[config.mk]
export PLATFORM = sky130hd
export DESIGN_NAME = steered_reg_bank
export DESIGN_NICKNAME = d
export VERILOG_FILES = /design/src/rtl/srb_pkg.sv /design/src/rtl/srb_selector.sv /design/src/rtl/srb_decode.sv /design/src/rtl/srb_storage.sv /design/src/rtl/steered_reg_bank.sv
export SDC_FILE = /design/constraint.sdc
export NUM_CORES = 1
export LEC_CHECK = 0
export CAP_MARGIN = 30
export CORE_ASPECT_RATIO = 0.5
export CORE_UTILIZATION = 32
export CTS_CLUSTER_SIZE = 25
export DETAILED_ROUTE_END_ITERATION = 8
export HOLD_SLACK_MARGIN = 0.08
export SLEW_MARGIN = 25
export SYNTH_ARGS = -nofsm -noshare
export SYNTH_HDL_FRONTEND = slang
export SYNTH_SLANG_ARGS = --single-unit
export TNS_END_PERCENT = 20
[constraint.sdc]
create_clock -name clk -period 3.8 [get_ports clk]
set_clock_uncertainty 0.2 [all_clocks]
set_input_delay 0.76 -clock clk [delete_from_list [all_inputs] [get_ports clk]]
set_output_delay 0.76 -clock clk [all_outputs]
set_load 0.03 [all_outputs]
[src/rtl/srb_pkg.sv]
package srb_pkg;

    // Response kind selected for the cycle after a request
    typedef enum logic [1:0] {
        ST_IDLE = 2'd0,
        ST_DATA = 2'd1,
        ST_SEL  = 2'd2,
        ST_ZERO = 2'd3
    } rsp_state_e;

    // Steering register layout
    localparam int SEL_INST_LSB = 0;
    localparam int SEL_GRP_LSB  = 8;
    localparam int SEL_MC_BIT   = 16;
    localparam int SEL_FIELD_MAX = 4;

endpackage

[src/rtl/srb_selector.sv]
module srb_selector #(
    parameter int DATA_W = 32,
    parameter int GW     = 1,
    parameter int IW     = 2
) (
    input  logic              clk,
    input  logic              rst_n,
    input  logic              wr_en,
    input  logic [GW-1:0]     wr_grp,
    input  logic [IW-1:0]     wr_inst,
    input  logic              wr_mc,
    output logic [GW-1:0]     grp,
    output logic [IW-1:0]     inst,
    output logic              mcast,
    output logic [DATA_W-1:0] sel_word
);
    import srb_pkg::*;

    always_ff @(posedge clk or negedge rst_n) begin
        if (!rst_n) begin
            grp   <= '0;
            inst  <= '0;
            mcast <= 1'b1;
        end else if (wr_en) begin
            grp   <= wr_grp;
            inst  <= wr_inst;
            mcast <= wr_mc;
        end
    end

    always_comb begin
        sel_word                      = '0;
        sel_word[SEL_INST_LSB +: IW]  = inst;
        sel_word[SEL_GRP_LSB  +: GW]  = grp;
        sel_word[SEL_MC_BIT]          = mcast;
    end

endmodule

[src/rtl/srb_decode.sv]
module srb_decode #(
    parameter int          ADDR_W   = 8,
    parameter int          N_GROUPS = 2,
    parameter int          N_INST   = 4,
    parameter int          GW       = 1,
    parameter int          IW       = 2,
    parameter int          N_UNITS  = 8,
    parameter int          UW       = 3,
    parameter logic [ADDR_W-1:0] SEL_ADDR = 8'h10,
    parameter logic [ADDR_W-1:0] REP_ADDR = 8'h20
) (
    input  logic                   req_valid,
    input  logic                   req_write,
    input  logic [ADDR_W-1:0]      req_addr,
    input  logic [GW-1:0]          grp,
    input  logic [IW-1:0]          inst,
    input  logic                   mcast,
    input  logic [N_UNITS-1:0]     unit_avail,
    output logic                   sel_we,
    output logic [N_UNITS-1:0]     unit_we,
    output srb_pkg::rsp_state_e    nxt_kind,
    output logic [UW-1:0]          tgt_idx
);
    import srb_pkg::*;

    logic hit_sel, hit_rep, rep_wr, grp_ok, inst_ok, tgt_ok;

    assign hit_sel = (req_addr == SEL_ADDR);
    assign hit_rep = (req_addr == REP_ADDR);
    assign sel_we  = req_valid && req_write && hit_sel;
    assign rep_wr  = req_valid && req_write && hit_rep;

    // Range checks only when a field can hold values past the count
    generate
        if (N_GROUPS == (1 << GW)) begin : g_grp_full
            assign grp_ok = 1'b1;
        end else begin : g_grp_chk
            assign grp_ok = ({1'b0, grp} < (GW+1)'(N_GROUPS));
        end
        if (N_INST == (1 << IW)) begin : g_inst_full
            assign inst_ok = 1'b1;
        end else begin : g_inst_chk
            assign inst_ok = ({1'b0, inst} < (IW+1)'(N_INST));
        end
    endgenerate

    assign tgt_idx = UW'(grp) * UW'(N_INST) + UW'(inst);
    assign tgt_ok  = grp_ok && inst_ok && unit_avail[tgt_idx];

    // Per-unit write enables: broadcast skips absent units, unicast needs a present target
    generate
        for (genvar u = 0; u < N_UNITS; u++) begin : g_we
            assign unit_we[u] = rep_wr &&
                                (mcast ? unit_avail[u]
                                       : (tgt_ok && (tgt_idx == UW'(u))));
        end
    endgenerate

    // Response kind; reads ignore the broadcast bit
    always_comb begin
        nxt_kind = ST_IDLE;
        if (req_valid && !req_write) begin
            if (hit_sel)
                nxt_kind = ST_SEL;
            else if (hit_rep && tgt_ok)
                nxt_kind = ST_DATA;
            else
                nxt_kind = ST_ZERO;
        end
    end

endmodule

[src/rtl/srb_storage.sv]
module srb_storage #(
    parameter int DATA_W  = 32,
    parameter int N_UNITS = 8,
    parameter int UW      = 3
) (
    input  logic               clk,
    input  logic               rst_n,
    input  logic [N_UNITS-1:0] unit_we,
    input  logic [DATA_W-1:0]  wdata,
    input  logic [UW-1:0]      rd_idx,
    output logic [DATA_W-1:0]  rd_data
);
    logic [DATA_W-1:0] copy_q [N_UNITS];

    always_ff @(posedge clk or negedge rst_n) begin
        if (!rst_n) begin
            for (int u = 0; u < N_UNITS; u++)
                copy_q[u] <= '0;
        end else begin
            for (int u = 0; u < N_UNITS; u++)
                if (unit_we[u])
                    copy_q[u] <= wdata;
        end
    end

    assign rd_data = copy_q[rd_idx];

endmodule

[src/rtl/steered_reg_bank.sv]
module steered_reg_bank #(
    parameter int                DATA_W   = 32,
    parameter int                ADDR_W   = 8,
    parameter int                N_GROUPS = 2,
    parameter int                N_INST   = 4,
    parameter logic [ADDR_W-1:0] SEL_ADDR = 8'h10,
    parameter logic [ADDR_W-1:0] REP_ADDR = 8'h20
) (
    input  logic                         clk,
    input  logic                         rst_n,
    input  logic                         req_valid,
    input  logic                         req_write,
    input  logic [ADDR_W-1:0]            req_addr,
    input  logic [DATA_W-1:0]            req_wdata,
    input  logic [N_GROUPS*N_INST-1:0]   unit_avail,
    output logic                         rsp_valid,
    output logic [DATA_W-1:0]            rsp_rdata
);
    import srb_pkg::*;

    localparam int N_UNITS = N_GROUPS * N_INST;
    localparam int GW      = (N_GROUPS > 1) ? $clog2(N_GROUPS) : 1;
    localparam int IW      = (N_INST   > 1) ? $clog2(N_INST)   : 1;
    localparam int UW      = (N_UNITS  > 1) ? $clog2(N_UNITS)  : 1;

    initial begin
        if (GW > SEL_FIELD_MAX || IW > SEL_FIELD_MAX)
            $error("steering fields exceed %0d bits", SEL_FIELD_MAX);
    end

    logic [GW-1:0]     sel_grp;
    logic [IW-1:0]     sel_inst;
    logic              sel_mc;
    logic [DATA_W-1:0] sel_word;
    logic              sel_we;
    logic [N_UNITS-1:0] unit_we;
    logic [UW-1:0]     tgt_idx;
    logic [DATA_W-1:0] stor_rd;
    rsp_state_e        nxt_kind, state_q;
    logic [DATA_W-1:0] cap_q;

    srb_selector #(.DATA_W(DATA_W), .GW(GW), .IW(IW)) u_sel (
        .clk      (clk),
        .rst_n    (rst_n),
        .wr_en    (sel_we),
        .wr_grp   (req_wdata[SEL_GRP_LSB +: GW]),
        .wr_inst  (req_wdata[SEL_INST_LSB +: IW]),
        .wr_mc    (req_wdata[SEL_MC_BIT]),
        .grp      (sel_grp),
        .inst     (sel_inst),
        .mcast    (sel_mc),
        .sel_word (sel_word)
    );

    srb_decode #(
        .ADDR_W(ADDR_W), .N_GROUPS(N_GROUPS), .N_INST(N_INST),
        .GW(GW), .IW(IW), .N_UNITS(N_UNITS), .UW(UW),
        .SEL_ADDR(SEL_ADDR), .REP_ADDR(REP_ADDR)
    ) u_dec (
        .req_valid  (req_valid),
        .req_write  (req_write),
        .req_addr   (req_addr),
        .grp        (sel_grp),
        .inst       (sel_inst),
        .mcast      (sel_mc),
        .unit_avail (unit_avail),
        .sel_we     (sel_we),
        .unit_we    (unit_we),
        .nxt_kind   (nxt_kind),
        .tgt_idx    (tgt_idx)
    );

    srb_storage #(.DATA_W(DATA_W), .N_UNITS(N_UNITS), .UW(UW)) u_stor (
        .clk     (clk),
        .rst_n   (rst_n),
        .unit_we (unit_we),
        .wdata   (req_wdata),
        .rd_idx  (tgt_idx),
        .rd_data (stor_rd)
    );

    // State register with captured response word
    always_ff @(posedge clk or negedge rst_n) begin
        if (!rst_n) begin
            state_q <= ST_IDLE;
            cap_q   <= '0;
        end else begin
            state_q <= nxt_kind;
            cap_q   <= (nxt_kind == ST_SEL) ? sel_word : stor_rd;
        end
    end

    // Outputs per state
    always_comb begin
        unique case (state_q)
            ST_IDLE: begin rsp_valid = 1'b0; rsp_rdata = '0;    end
            ST_DATA: begin rsp_valid = 1'b1; rsp_rdata = cap_q; end
            ST_SEL:  begin rsp_valid = 1'b1; rsp_rdata = cap_q; end
            ST_ZERO: begin rsp_valid = 1'b1; rsp_rdata = '0;    end
            default: begin rsp_valid = 1'b0; rsp_rdata = '0;    end
        endcase
    end

endmodule

Word level (Yosys, flattened, before mapping)
Cells that the tools add are included.
{"block": "word_totals", "reg_bits": 294, "input_bits": 52, "output_inout_bits": 33, "word_cells": 76}
{"block": "classes", "addsub": 1, "n_lt_le_gt_ge": 2, "eq_ne": 13, "n_mux": 19, "bitwise_logic": 1, "n_reduce_logical": 27}
{"op": "$bmux W32 S3", "n": 1}
{"op": "$mux W32", "n": 3}
{"op": "$pmux W32 S2", "n": 1}
{"op": "$logic_and A1 B1 Y1", "n": 21}
{"op": "$eq A3 B3 Y1 const B", "n": 4}
{"op": "$mux W1", "n": 9}
{"op": "$eq A8 B5 Y1 const B", "n": 1}
{"op": "$eq A8 B6 Y1 const B", "n": 1}
{"op": "$eq A2 B2 Y1 const B", "n": 3}
{"op": "$eq A3 B2 Y1 const B", "n": 2}
{"op": "$mux W2", "n": 3}
{"op": "$ge A4 B4 Y1 const B", "n": 1}
{"op": "$lt A3 B4 Y1 const B", "n": 1}
{"op": "$not A3 Y4", "n": 1}
{"op": "$reduce_or A2 Y1", "n": 2}
{"op": "$add A3 B2 Y3", "n": 1}
{"op": "$bmux W1 S3", "n": 1}
{"op": "$eq A3 B1 Y1 const B", "n": 1}
{"op": "$logic_not A3 Y1", "n": 1}
{"op": "$reduce_or A3 Y1", "n": 1}
{"op": "$eq A2 B1 Y1 const B", "n": 1}
{"op": "$logic_not A2 Y1", "n": 1}
{"op": "$pmux W1 S2", "n": 1}
{"op": "$logic_not A1 Y1", "n": 1}

Logic depth before layout (Yosys ltp)
Gate-level depths: netlist (run 1).
{"block": "depth", "depth_word": 9, "ltp_mapped": 6, "mapped_depth_nobuf": 4}

Hierarchy
A second synthesis (run 1) with hierarchy kept.
{"block": "hier_totals", "hier_cells": 851, "area_unflattened_um2": 13838.3}
{"mod": "srb_storage", "instances": 1, "cells_per_inst": 658, "area_each_um2": 11498.5, "seq_area_each_um2": 6406.1}
{"mod": "steered_reg_bank", "instances": 1, "cells_per_inst": 110, "area_each_um2": 1644.1, "seq_area_each_um2": 850.8}
{"mod": "srb_selector", "instances": 1, "cells_per_inst": 41, "area_each_um2": 390.4, "seq_area_each_um2": 101.3}
{"mod": "srb_decode", "instances": 1, "cells_per_inst": 42, "area_each_um2": 305.3, "seq_area_each_um2": 0.0}

Worst setup path after synthesis (run 1)
Ideal clock, no wire load.
{"block": "synth_timing", "path_kind": "input-to-reg", "start": "in req_addr[3]", "end": "reg u_stor.copy_q[10] (netlist bit)", "setup_time_ns": 0.125, "arrival_time_ns": 2.187, "required_time_ns": 3.475, "slack_ns": 1.288, "path_stages": 5, "path_buffers": 1, "cell_sequence": "nor4_4 -> nand4_4 -> nor3b_4 -> buf_6 -> mux2_4"}
{"block": "synth_between", "elab_chain_len": 3}
{"item": "start: declaration", "line": "steered_reg_bank.sv:13", "text": "input logic [ADDR_W-1:0] req_addr,"}
{"item": "$eq A8 B6 Y1", "line": "srb_decode.sv:29", "text": "assign hit_rep = (req_addr == REP_ADDR);"}
{"item": "$logic_and A1 B1 Y1", "line": "srb_decode.sv:31", "text": "assign rep_wr = req_valid && req_write && hit_rep;"}
{"item": "$logic_and A1 B1 Y1", "line": "srb_decode.sv:53", "text": "assign unit_we[u] = rep_wr &&"}
{"item": "end signal: indexed assignment", "line": "srb_storage.sv:22", "text": "copy_q[u] <= wdata;"}
{"item": "end: declaration", "line": "srb_storage.sv:13", "text": "logic [DATA_W-1:0] copy_q [N_UNITS];"}
No other way between the ends.
A chain may end at the register's enable or synchronous reset.

Final worst setup path (run 1)
{"block": "layout_timing", "start": "reg state_q[0]", "end": "out rsp_rdata[11]"}
{"block": "layout_between", "elab_chain_len": 3, "elab_cells_between_ends": 7, "cone_classes": "eq/ne: 3; mux: 1; reduce/logical: 3"}
{"item": "start: declaration", "line": "steered_reg_bank.sv:39", "text": "rsp_state_e nxt_kind, state_q;"}
{"item": "start signal: assignment", "line": "steered_reg_bank.sv:88", "text": "state_q <= nxt_kind;"}
{"item": "$eq A2 B2 Y1 (tied with other cells)", "line": "steered_reg_bank.sv:95", "text": "unique case (state_q)"}
{"item": "$reduce_or A2 Y1 (no line)"}
{"item": "$pmux W32 S2 (*)", "line": "steered_reg_bank.sv:95"}
{"item": "end: declaration", "line": "steered_reg_bank.sv:17", "text": "output logic [DATA_W-1:0] rsp_rdata"}
Every way passes the cells marked *; elsewhere a longest branch is shown, timed or not.

==> flow_summary.ini, run 1 <==
[outcome]
status = finished clean

[power]
power.density_mw_per_mm2 = 405.0
switching_share = 0.2193
cell_internal_pwr_mw = 4.977
switching_power_mw = 1.398
clkPwrFrac = 0.462
seqPwrFrac = 0.496
vdd_drop_max_uv = 298.9
power.leakage_nw = 7.216
combPwrFrac = 0.042

[floorplanning]
start_util = 0.3255
fp.dieH_um = 145.5
die-area_mm2 = 0.04203
core_area_mm2 = 0.04047
die_w_um = 288.9
num_rows = 52
ios = 85

[synthesis]
ys_seq_area_frac = 0.5586
syn-instance-count = 813
synth.yosys.warnings = 0
yosysUniqueCellTypes = 33
synth_ff_type = dfrtp_1
yosys.area.top_type = dfrtp_1
ys_ff_latch = 294
syn-cell-area_mm2 = 0.01317
synth_nets = 866
async_flop_share = 1.000
syn_avg_cell_area_um2 = 16.20
synth_edf_count = 0
synthDominantCellAreaShare = 0.5566
yosys-top-cells-area = dfrtp_1, mux2_2, mux4_2, mux2_4, mux2i_1

[cts]
htreeDepth = 1
clk_pin_slew_ps = 60
cts_setup_buffers = 0
cts.sinks = 294
numCtsBuffers = 31
cts_tree = done
ctsRootBufferMaster = clkbuf_16
cts_resized = 0
worstSkewPairLatency_ps = 570
cts_hold_buf = 1
clock_path_buffers = 3

[sta]
worst_hold_slack_ps = 290.9
setup_viol_count_final = 0
tightest_slew_ps = 875.3
finalHoldViolCount = 0
timing.slew.headroom = 0.4164
fmax_ghz = 0.2854
slew_viol_final = 0
fin_crit_sh = 0.9220
period_needed_ps = 3504
fin_setup_tns_ps = 0
rsz0062_at_grt = false

[worst_setup_path]
cp-start-kind = flip-flop
worstReg2RegStart = u_sel.grp
critical_path_class = flip-flop to output port
startpoint = state_q[0]
required_ps = 2840
path_max_fanout = 24
crit_arrival_ps = 2540
end_kind = output port
r2r_slack_ps = 1250

[global_routing]
antenna_found_initial = 0
overflow = 0
grt_start_max_net_pins = 81
grt_pass1_wl_um = 47420
grt_pass1_vias = 8125
grtUsageTotal = 0.1444

[flow_run]
drv_cap = 0

[detailed_routing]
avgRoutedWirePerCell_um = 19.88
vias = 7203
routed_wl_um = 29140
drtIter0Drc = 286
drc_errors = 0
vias_per_cell = 4.913
drtAntennaViolNets = 0
firstDrtPassIters = 4

[placed_design]
io_buffers = 84
gp_congestion = 0.7413
place_hpwl_um = 17920

[cells_and_area]
multi_input_area_mm2 = 0.005512
drive_above_1_share = 0.4460
diodes = 0
seq_area_mm2 = 0.007367
syn_to_final_growth_pct = 19.49
fin_nets = 958
fillers = 3732

[min_path]
holdCritPathClass = flip-flop to flip-flop
min_from = u_stor.copy_q[0]
[critical path, stage by stage, from the launching register on]
cell and delay, ps:
dfrtp_1 320, inv_1 40, ha_1 480, buf_12 230, and2_1 210, clkdlybuf4s50_1 690
[synthesized netlist by cell type, types with 2 or more instances]
library cell,count
dfrtp_1,293
mux2_2,226
mux4_2,66
and2_1,33
mux2_4,30
mux2i_1,30
nor2_1,30
buf_4,24
o21ai_0,13
buf_2,11
clkbuf_1,11
nor2_2,7
buf_1,4
inv_1,4
mux2_1,4
and3b_1,3
buf_6,3
nand2b_1,3
nor3b_1,3
nand2_1,2
[per-layer routing]
layer	wire length, um	up-vias	part of all wire	track usage
met1	12550	3905	0.43	0.1869
met5	0	-	0	0
li1	-	3167	-	-
met4	599	0	0.021	0.03447
met2	15170	90	0.52	0.2541
met3	824	41	0.028	0.02147
[sequential cells by signal, indices dropped and copies added, names as in the netlist]
signal	flops
u_stor.copy_q	256
u_sel.mcast	1
cap_q	32
u_sel.inst	2
state_q	2
u_sel.grp	1
[through the flow]
stage	worst slack (ps)	std cells	total power [mW]	utilization	instance area (um2)
2_1_floorplan	1288	813	3.289	-	13170
3_3_place_gp	480.8	1411	3.485	0.3640	14730
3_5_place_dp	435.9	1411	3.491	0.3640	14730
4_1_cts	205.3	1466	6.456	0.3890	15740
5_1_grt	160.0	1466	6.633	0.3890	15740
6_report	296.4	1466	6.375	0.3890	15740
[power groups by stage]
stage                     Combinational (mW)  Sequential [mW]  Clock [mW]
final                                  0.266             3.16        2.95
after global routing                   0.295             3.16        3.18
after CTS                              0.275             3.16        3.02
after detailed placement               0.272             3.22           0
after global placement                 0.267             3.22           0
after floorplan                       0.0843             3.20           0
[cell type report]
class,instances,area share
repair buffers,112,0.07440
multi-input cells,462,0.3501
clock inverters,8,0.005643
well taps,540,0.04292
clock buffers,46,0.05794
inverters,4,0.0009538
flip-flops and latches,294,0.4680
[final timing paths]
check | end | cells past startpoint
max in group asynchronous | u_sel.inst[1] | 3
worst min-delay path | u_stor.copy_q[0] | 1
min in group asynchronous | u_stor.copy_q[245] | 2
worst min register to register | u_stor.copy_q[0] | 1
worst max register to register | u_stor.copy_q[118] | 5
worst max-delay path | rsp_rdata[11] | 5
[kinds of logic (layout without fill, tap and decap cells)]
kind of cell,Yosys count,in the layout,share of synthesized area
AO/OA/AOI/OAI,16,16,0.006363
adder cells (fa/ha/maj),1,1,0.0009496
buffers and inverters,57,170,0.02583
flip-flops,294,294,0.5586
multiplexers,356,356,0.3664
AND/OR/NAND/NOR,89,89,0.04188
[layout by cell type, fill, tap and decap left out, types with 4 or more instances in the layout]
cell type / instances
nor2_1: 30
nor2_4: 7
buf_12: 9
inv_1: 4
clkinv_2: 4
clkbuf_1: 7
and2_1: 33
mux2i_1: 30
clkdlybuf4s50_1: 83
buf_4: 18
mux2_4: 30
mux4_2: 66
clkbuf_8: 8
mux2_2: 226
o21ai_0: 13
clkbuf_16: 31
dfrtp_1: 290
mux2_1: 4
Power figures use the tool's default switching activity.
==> run 2, diff against run 1 <==
CORE_ASPECT_RATIO = default   (was 0.5)
==> run 2 against run 1 <==
Net effect: die area fell by 0.12%; final area rose by 0.54%; hold slack got worse by 230 ps; register-to-register slack got worse by 20 ps; via count fell by 1.3%; clock power rose by 11%; wire length fell by 2.7%; largest power group is now clock.
==> flow_summary.ini, run 2 (synthesis results as in run 1) <==
[worst_setup_path]
setup.worst_path.end = rsp_rdata[12]
crit_arrival_ps = 2220
required_ps = 2840
critical_path_class = flip-flop to output port
r2r_slack_ps = 1230
end_kind = output port
startpoint = state_q[0]
path_max_fanout = 16
worstReg2RegStart = u_sel.inst[0]
timing.rr.end = u_stor.copy_q[82]
cp-start-kind = flip-flop
r2r_cells = 5

[cells_and_area]
final_util = 0.3938
seq_area_mm2 = 0.007367
final_common_cell = dfrtp_1
drive_above_1_share = 0.4472
fillers = 3748
syn_to_final_growth_pct = 20.13
fin_nets = 957
final_cell_mix = dfrtp_1, mux2_2, clkdlybuf4s50_1
layoutNonFillerInstCount = 1454
largest_reg_flops = 256
regMostFlops = u_stor.copy_q
reg_top3 = u_stor.copy_q: 256 flops, cap_q: 32 flops
multi_input_area_mm2 = 0.005512

[sta]
fin_crit_sh = 0.8360
fin_setup_tns_ps = 0
worst_hold_slack_ps = 63.41
fmax_ghz = 0.3148
slew_viol_final = 0
rsz0062_at_grt = false
tightest_slew_ps = 793.9
timing.slew.headroom = 0.4707
period_needed_ps = 3177
setup_viol_count_final = 0
finalHoldViolCount = 0

[global_routing]
grt_pass1_wl_um = 46150
overflow = 0
grtUsageTotal = 0.1418
grt_start_max_net_pins = 90
grt_pass1_vias = 7843
antenna_found_initial = 2

[floorplanning]
die_w_um = 204.9
die-area_mm2 = 0.04198
num_rows = 73
start_util = 0.3278
fp.dieH_um = 204.9
core_area_mm2 = 0.04019
ios = 85

[placed_design]
place_hpwl_um = 17140
io_buffers = 84
place_inst = 1393
gp_congestion = 0.6845

[cts]
worstSkewPairLatency_ps = 500
cts_tree = done
ctsRootBufferMaster = clkbuf_16
cts_setup_buffers = 0
cts.sinks = 294
clk_pin_slew_ps = 60
cts_hold_buf = 0
clock_path_buffers = 3
cts_resized = 0
htreeDepth = 2
numCtsBuffers = 34

[detailed_routing]
firstDrtPassIters = 4
drc_errors = 0
routed_wl_um = 28350
vias_per_cell = 4.888
drtAntennaViolNets = 0
drtIter0Drc = 339
avgRoutedWirePerCell_um = 19.50
vias = 7107

[power]
power.density_mw_per_mm2 = 423.7
vdd_drop_max_uv = 240.1
power.leakage_nw = 7.269

[outcome]
status = finished clean

[flow_run]
drv_cap = 0

[min_path]
holdCritPathClass = primary input to async pin
==> run 2: final cells by class <==
class                      count  share of cell area
antenna                        1           0.0001581
multi-input combinational    462              0.3482
inverter                       4           0.0009487
tap                          525             0.04151
timing repair buffer         108             0.07115
sequential                   294              0.4655
clock inverter                 5            0.003399
clock buffer                  55             0.06910
==> run 2: worst min-delay path by stage <==
stage,slack (ps),depth (start not counted),end,startpoint
finish,60,1,u_stor.copy_q[59],rst_n
global route,120,1,cap_q[27],rst_n
detailed placement,280,1,u_stor.copy_q[128],u_stor.copy_q[128]
global placement,270,1,u_stor.copy_q[128],u_stor.copy_q[128]
floorplan,250,1,u_stor.copy_q[159],u_stor.copy_q[159]
CTS,90,1,cap_q[27],rst_n
==> run 2: metrics by stage <==
step	total power, mW	setup WS, ps	instance area [um2]
floorplan	3.289	1288	13170
global placement	3.488	482.8	14680
detailed placement	3.490	457.4	14680
CTS	6.814	554.9	15820
global route	6.956	490.9	15820
finish	6.705	623.3	15830
==> run 2: per-layer routing <==
| metal | vias up | GRT usage | wire (um) |
|---|---|---|---|
| met5 | - | 0 | 23 |
| met4 | 4 | 0.03280 | 404 |
| met3 | 35 | 0.02498 | 1097 |
| met2 | 126 | 0.2150 | 12890 |
| met1 | 3787 | 0.2099 | 13940 |
| li1 | 3155 | - | - |
==> run 2: report_power, final <==
group          internal [mW]  switching [mW]  total [mW]  leakage (nW)
Clock                   2.03            1.25        3.28         0.568
Sequential              3.14          0.0200        3.16          4.10
Combinational          0.104           0.155       0.259          2.61
==> run 2: worst max-delay path, stage by stage (launching register included) <==
cell and delay [ps]:
dfrtp_1 320, inv_1 40, ha_1 280, buf_4 220
and2_1 170, clkdlybuf4s50_1 670
